`src/rtl/cache_shim_pkg.sv`:
```
`timescale 1ns/1ps
package cache_shim_pkg;

  localparam int DATA_W   = 32;
  localparam int OFS_W    = 12;
  localparam int NUM_RW   = 6;
  localparam int IDX_W    = $clog2(NUM_RW);
  localparam int NUM_NULL = 3;

  localparam int IDX_CTRL   = 0;
  localparam int IDX_AUX    = 1;
  localparam int IDX_TAG    = 2;
  localparam int IDX_DATA   = 3;
  localparam int IDX_FSTART = 4;
  localparam int IDX_FEND   = 5;

  localparam logic [DATA_W-1:0] AUX_RESET = 32'h0202_0000;

  // Field placement of the cache-type readback
  localparam int WAYSZ_LSB  = 17;  // aux bits 19:17
  localparam int ASSOC_BIT  = 16;  // aux bit 16
  localparam int TYPE_POS_D = 18;  // upper copy of field
  localparam int TYPE_POS_I = 6;   // lower copy of field
  localparam int FIELD_W    = 5;

  typedef enum logic [1:0] {
    RD_ZERO = 2'd0,
    RD_ID   = 2'd1,
    RD_TYPE = 2'd2,
    RD_REG  = 2'd3
  } rdSrc_e;

  typedef struct packed {
    logic [NUM_RW-1:0] wrEn;
    rdSrc_e            rdSrc;
    logic [IDX_W-1:0]  rdIdx;
    logic              badAccess;
  } shimStrobe_t;

  function automatic logic [OFS_W-1:0] rwOffset(input int idx);
    case (idx)
      IDX_CTRL:   return 12'h100;
      IDX_AUX:    return 12'h104;
      IDX_TAG:    return 12'h108;
      IDX_DATA:   return 12'h10C;
      IDX_FSTART: return 12'hC00;
      default:    return 12'hC04;
    endcase
  endfunction

  function automatic logic [DATA_W-1:0] rwResetVal(input int idx);
    return (idx == IDX_AUX) ? AUX_RESET : '0;
  endfunction

  function automatic logic [DATA_W-1:0] rwWriteMask(input int idx);
    return (idx == IDX_CTRL) ? 32'h0000_0001 : '1;
  endfunction

  function automatic logic [OFS_W-1:0] nullOffset(input int idx);
    return OFS_W'(32'hF40 + 32'(idx) * 32'h20);
  endfunction

endpackage

```
`src/rtl/cache_shim_ctrl.sv`:
```
`timescale 1ns/1ps
module cache_shim_ctrl
  import cache_shim_pkg::*;
#(
  parameter int              ADDR_W   = 32,
  parameter logic [OFS_W:0]  MAINT_LO = 13'h730,
  parameter logic [OFS_W:0]  MAINT_HI = 13'h800
) (
  input  logic              busSel,
  input  logic              busWrite,
  input  logic [ADDR_W-1:0] busAddr,
  output shimStrobe_t       strobe
);

  logic [OFS_W-1:0]  ofs;
  logic              inMaint;
  logic              isId;
  logic              isType;
  logic              isNull;
  logic [NUM_RW-1:0] rwHit;
  logic [NUM_NULL-1:0] nullHit;
  logic              readKnown;
  logic              writeKnown;

  assign ofs = busAddr[OFS_W-1:0];

  generate
    if (ADDR_W > OFS_W) begin : g_high
      logic unusedHighBits;
      assign unusedHighBits = ^busAddr[ADDR_W-1:OFS_W];
    end
  endgenerate

  assign inMaint = ({1'b0, ofs} >= MAINT_LO) && ({1'b0, ofs} < MAINT_HI);
  assign isId    = (ofs == 12'h000);
  assign isType  = (ofs == 12'h004);

  generate
    for (genvar g = 0; g < NUM_RW; g++) begin : g_rwHit
      assign rwHit[g] = (ofs == rwOffset(g));
    end
    for (genvar n = 0; n < NUM_NULL; n++) begin : g_nullHit
      assign nullHit[n] = (ofs == nullOffset(n));
    end
  endgenerate

  assign isNull     = |nullHit;
  assign writeKnown = inMaint | isNull | (|rwHit);
  assign readKnown  = writeKnown | isId | isType;

  always_comb begin
    strobe           = '0;
    strobe.rdSrc     = RD_ZERO;
    if (busSel) begin
      if (busWrite) begin
        strobe.wrEn      = inMaint ? '0 : rwHit;
        strobe.badAccess = !writeKnown;
      end else begin
        strobe.badAccess = !readKnown;
        if (inMaint || isNull) begin
          strobe.rdSrc = RD_ZERO;
        end else if (isId) begin
          strobe.rdSrc = RD_ID;
        end else if (isType) begin
          strobe.rdSrc = RD_TYPE;
        end else if (|rwHit) begin
          strobe.rdSrc = RD_REG;
          for (int i = 0; i < NUM_RW; i++) begin
            if (rwHit[i]) strobe.rdIdx = IDX_W'(i);
          end
        end
      end
    end
  end

endmodule

```
`src/rtl/cache_shim_datapath.sv`:
```
`timescale 1ns/1ps
module cache_shim_datapath
  import cache_shim_pkg::*;
#(
  parameter logic [DATA_W-1:0] BASE_TYPE = 32'h1C10_0100,
  parameter logic [DATA_W-1:0] CACHE_ID  = 32'h4100_00C8
) (
  input  logic              clk,
  input  logic              rst,
  input  shimStrobe_t       strobe,
  input  logic [DATA_W-1:0] wdata,
  output logic [DATA_W-1:0] rdata
);

  logic [NUM_RW-1:0][DATA_W-1:0] rwFlat;
  logic [DATA_W-1:0]             auxNow;
  logic [FIELD_W-1:0]            typeField;
  logic [DATA_W-1:0]             typeWord;

  generate
    for (genvar g = 0; g < NUM_RW; g++) begin : g_reg
      logic [DATA_W-1:0] regQ;
      always_ff @(posedge clk) begin
        if (rst) begin
          regQ <= rwResetVal(g);
        end else if (strobe.wrEn[g]) begin
          regQ <= wdata & rwWriteMask(g);
        end
      end
      assign rwFlat[g] = regQ;
    end
  endgenerate

  // Type word is rebuilt from the live auxiliary value on every read.
  assign auxNow    = rwFlat[IDX_AUX];
  assign typeField = {auxNow[WAYSZ_LSB+2:WAYSZ_LSB], 1'b0, auxNow[ASSOC_BIT]};
  assign typeWord  = BASE_TYPE
                   | (DATA_W'(typeField) << TYPE_POS_D)
                   | (DATA_W'(typeField) << TYPE_POS_I);

  always_comb begin
    rdata = '0;
    case (strobe.rdSrc)
      RD_ID:   rdata = CACHE_ID;
      RD_TYPE: rdata = typeWord;
      RD_REG: begin
        if (strobe.rdIdx < IDX_W'(NUM_RW)) rdata = rwFlat[strobe.rdIdx];
      end
      default: rdata = '0;
    endcase
  end

  AST_CTRL_ONE_BIT: assert property (@(posedge clk) disable iff (rst) rwFlat[IDX_CTRL][DATA_W-1:1] == '0);
  AST_AUX_AFTER_RESET: assert property (@(posedge clk) disable iff (rst) $past(rst) |-> (rwFlat[IDX_AUX] == AUX_RESET));
  AST_BAD_NO_WRITE: assert property (@(posedge clk) disable iff (rst) strobe.badAccess |-> (strobe.wrEn == '0));
  AST_HOLD_WITHOUT_WRITE: assert property (@(posedge clk) disable iff (rst) (strobe.wrEn == '0) |=> $stable(rwFlat));
  AST_ONE_TARGET: assert property (@(posedge clk) disable iff (rst) $onehot0(strobe.wrEn));

endmodule

```
`src/rtl/cache_ctl_shim.sv`:
```
`timescale 1ns/1ps
module cache_ctl_shim
  import cache_shim_pkg::*;
#(
  parameter int                ADDR_W    = 32,
  parameter logic [DATA_W-1:0] BASE_TYPE = 32'h1C10_0100,
  parameter logic [DATA_W-1:0] CACHE_ID  = 32'h4100_00C8
) (
  input  logic              clk,
  input  logic              rst,
  input  logic              busSel,
  input  logic              busWrite,
  input  logic [ADDR_W-1:0] busAddr,
  input  logic [DATA_W-1:0] busWdata,
  output logic [DATA_W-1:0] busRdata,
  output logic              busReady,
  output logic              busErr
);

  shimStrobe_t       strobe;
  logic [OFS_W-1:0]  ofsView;

  assign ofsView  = busAddr[OFS_W-1:0];
  assign busReady = 1'b1;
  assign busErr   = strobe.badAccess;

  cache_shim_ctrl #(
    .ADDR_W   (ADDR_W),
    .MAINT_LO (13'h730),
    .MAINT_HI (13'h800)
  ) u_ctrl (
    .busSel   (busSel),
    .busWrite (busWrite),
    .busAddr  (busAddr),
    .strobe   (strobe)
  );

  cache_shim_datapath #(
    .BASE_TYPE (BASE_TYPE),
    .CACHE_ID  (CACHE_ID)
  ) u_dp (
    .clk    (clk),
    .rst    (rst),
    .strobe (strobe),
    .wdata  (busWdata),
    .rdata  (busRdata)
  );

  AST_ERR_ZERO_DATA: assert property (@(posedge clk) disable iff (rst) busErr |-> (busRdata == '0));
  AST_MAINT_QUIET: assert property (@(posedge clk) disable iff (rst) (busSel && ofsView >= 12'h730 && ofsView < 12'h800) |-> (busRdata == '0 && !busErr));
  AST_ID_READ: assert property (@(posedge clk) disable iff (rst) (busSel && !busWrite && ofsView == 12'h000) |-> (busRdata == CACHE_ID));
  AST_IDLE_QUIET: assert property (@(posedge clk) disable iff (rst) !busSel |-> (busRdata == '0 && !busErr));
  AST_RO_WRITE_ERR: assert property (@(posedge clk) disable iff (rst) (busSel && busWrite && (ofsView == 12'h000 || ofsView == 12'h004)) |-> busErr);

endmodule

```
`config.mk`:
```
export PLATFORM = sky130hd
export DESIGN_NAME = cache_ctl_shim
export DESIGN_NICKNAME = d
export VERILOG_FILES = /design/src/rtl/cache_shim_pkg.sv /design/src/rtl/cache_shim_ctrl.sv /design/src/rtl/cache_shim_datapath.sv /design/src/rtl/cache_ctl_shim.sv
export SDC_FILE = /design/constraint.sdc
export NUM_CORES = 1
export LEC_CHECK = 0
export BUFFER_PORTS_ARGS = -buffer_cell sky130_fd_sc_hd__buf_2
export CAP_MARGIN = 5
export CELL_PAD_IN_SITES_DETAIL_PLACEMENT = 2
export CELL_PAD_IN_SITES_GLOBAL_PLACEMENT = 2
export CORE_MARGIN = 10
export CORE_UTILIZATION = 36
export CTS_BUF_LIST = sky130_fd_sc_hd__clkbuf_8
export CTS_CLUSTER_SIZE = 8
export DETAILED_ROUTE_END_ITERATION = 12
export PLACE_DENSITY_LB_ADDON = 0.1
export SYNTH_ARGS = -nofsm -noshare
export SYNTH_HDL_FRONTEND = slang
export SYNTH_SLANG_ARGS = --single-unit
```
`constraint.sdc`:
```
create_clock -name clk -period 6 [get_ports clk]
set_clock_uncertainty 0.1 [all_clocks]
set_input_delay 0.9 -clock clk [delete_from_list [all_inputs] [get_ports clk]]
set_output_delay 0.9 -clock clk [all_outputs]
set_load 0.005 [all_outputs]
```
==> results.toml <==
[run_status]
status = "finished clean"

[worst_setup_path]
reg2reg_to = "u_dp.auxNow[19]"
cp-end-kind = "output port"
cp.arrival_ns = 3.68
path_max_fanout = 24
worst_setup_path_start_kind = "primary input"
timing.rr.start = "u_dp.auxNow[19]"
rr_worst_depth = 2
path_class = "primary input to output port"
required_ns = 5.00
r2r_slack_ns = 5.08

[route]
route.detailed.drc = 0
via_per_inst = 5.74
drtIter0Drc = 479
firstDrtPassIters = 5
detail_route.wirelength_um = 30400
detail-route-antenna-nets = 0
wl_per_cell_um = 22.6
vias = 7714

[power_and_ir_drop]
leakage_nw = 2.67
power_density_mw_per_mm2 = 233
vdd_drop_max_v = 0.000124
power_w = 0.00197

[cts]
clk_pin_slew_ns = 0.10
root_buffer = "clkbuf_8"
cts_tree = "built"
post_cts_buffers = 0
cts_made_buffers = 17
cts_hold_buffers = 0
cts_sinks = 161
cts-resized-gates = 0
clk_latency_ns = 0.48
clock_path_buffers = 2
htree_num_levels = 4

[finish]
n_fill_cell = 2464
multi_input_area_mm2 = 0.00392
fin_area_mm2 = 0.00844
register_area_mm2 = 0.00322
diodes = 0
fin_util_pct = 41.6
nNetsFinal = 1128
drive_above_1_share_pct = 15.0
area_growth_pct = 13.0

[run]
maxCapViolations = 0

[sta]
fin_crit_sh_pct = 78.0
period_minus_slack_ns = 4.68
worst_pin_slew_ns = 1.15
finalHoldViolations = 0
fin_setup_tns_ns = 0
worst_slew_margin_rel_pct = 22.9
fmax_mhz = 214
setup_violations = 0
finalMaxSlewViolations = 0
rsz0062_at_grt = "false"

[yosys]
syn-cell-area_mm2 = 0.00747
avgSynthCellArea_um2 = 7.31
syn_inst = 1022
ys_seq_elements = 161
yosysTopAreaCell = "dfxtp_1"
ys_seq_area_share_pct = 43.2
ys.flop_type = "dfxtp_1"
synth_top_area_share_pct = 43.2
netlist-cell-type-count = 54
synthArstFlopShare_pct = 0
synth_area_leaders = "dfxtp_1 43%, nand2_1 17%, a21oi_1 13%"
synth_commonest_cells = "334 x nand2_1, 187 x a21oi_1, 161 x dfxtp_1, 58 x clkbuf_1, 38 x nor2_1"
post-synth-top-count-cell = "nand2_1"
yosys_warnings = 0
synth_edf_count = 0
synth_nets = 1090

[global_routing]
gr-usage-met3_pct = 4.36
antenna_found_initial = 0
grt_pass1_vias = 8408
grt_pass1_wl_um = 48200
gr-usage-met1_pct = 29.6
grt_max_degree = 97
grt-ovfl-total = 0
grt_use_total_pct = 23.0
grt.busiest_layer = "met2"
gr-usage-met2_pct = 38.8

[floorplan]
dieArea_mm2 = 0.0269
boundaryPins = 102
floorplan.rows = 52
start_util_pct = 36.8
core_area_mm2 = 0.0203
fp.dieH_um = 164
die_x_um = 164

[min_path]
min_to = "u_dp.g_reg[4].regQ[5]"
min_from = "u_dp.g_reg[4].regQ[5]"
hold_path.class = "flop to flop"
whs_path_depth = 2

[placement]
place_congestion = 0.773
portBuffers = 80
dp_hpwl_um = 18800
post_dp_cell_area_mm2 = 0.00806
[registers in the layout, summed over array words and instances, names as in the netlist]
name	flops
u_dp.g.regQ	129
u_dp.auxNow	32
[placed cells by master, fill, tap and decap left out, drive strengths merged, types with 2 or more instances in the layout]
cell type and instances:
o41ai 6, nor4b 2, nor3 33, or4 18
clkinvlp 4, or2 2, a22oi 11, o22a 12
a211oi 2, a21oi 188, and3 6, inv 8
o31ai 6, o21ai 39, nor2 41, clkinv 4
o22ai 12, a221oi 4, nand2 334, buf 102
o211ai 3, nand3 17, nand4 6, o221ai 4
clkbuf 17, dfxtp 161, mux2i 9, nand3b 2
a31oi 3
[logic make-up (layout without fill, tap and decap cells)]
family	after synthesis	after routing	synth area share [%]
multiplexers	10	10	1.36
other	1	1	0.0502
AND/OR/NAND/NOR	471	471	27.4
flip-flops	161	161	43.2
AO/OA/AOI/OAI	294	294	23.0
buffers and inverters	85	136	4.96
[routing by layer]
metal	share of wire (%)	wire length [um]
met5	0	0
met4	1.4	431
met3	4.2	1270
met2	48	14700
met1	46	13900
[worst max-delay path: stages]
cell and delay (ns):
buf_2 0.16, nor2b_1 0.49, buf_4 0.26, nand2_1 0.19, nor2_4 0.67, o221ai_1 0.26
o31ai_1 0.52, buf_2 0.21
[worst max-delay path by stage]
stage,to,cells after the start,start,slack (ns)
3_3_place_gp,busRdata[18],8,busSel,1.45
2_1_floorplan,busRdata[6],6,busAddr[7],2.60
5_1_grt,busRdata[18],8,busSel,1.19
6_report,busRdata[18],8,busSel,1.32
3_5_place_dp,busRdata[18],8,busSel,1.41
4_1_cts,busRdata[18],8,busSel,1.38
[final cells by class]
class | instances | area share, %
multi-input combinational | 776 | 46.4
sequential | 161 | 38.2
timing repair buffer | 102 | 6.73
tap | 270 | 4.00
clock buffer | 17 | 2.77
clock inverter | 15 | 1.76
inverter | 2 | 0.0890
[stage by stage]
| step | setup slack, ns | instances | hold slack [ns] |
|---|---|---|---|
| global placement | 1.45 | 1311 | 0.335 |
| finish | 1.32 | 1343 | 0.362 |
| detailed placement | 1.41 | 1311 | 0.345 |
| CTS | 1.38 | 1343 | 0.361 |
| global route | 1.19 | 1343 | 0.376 |
| floorplan | 2.60 | 1022 | 0.327 |
[power breakdown]
part           switching, W  internal [W]  total [W]
Combinational     0.0000678     0.0000227  0.0000904
Clock              0.000470      0.000339   0.000809
Sequential     0.0000000321       0.00107    0.00107
Total              0.000538       0.00143    0.00197
(Power assumes the default switching activity.)
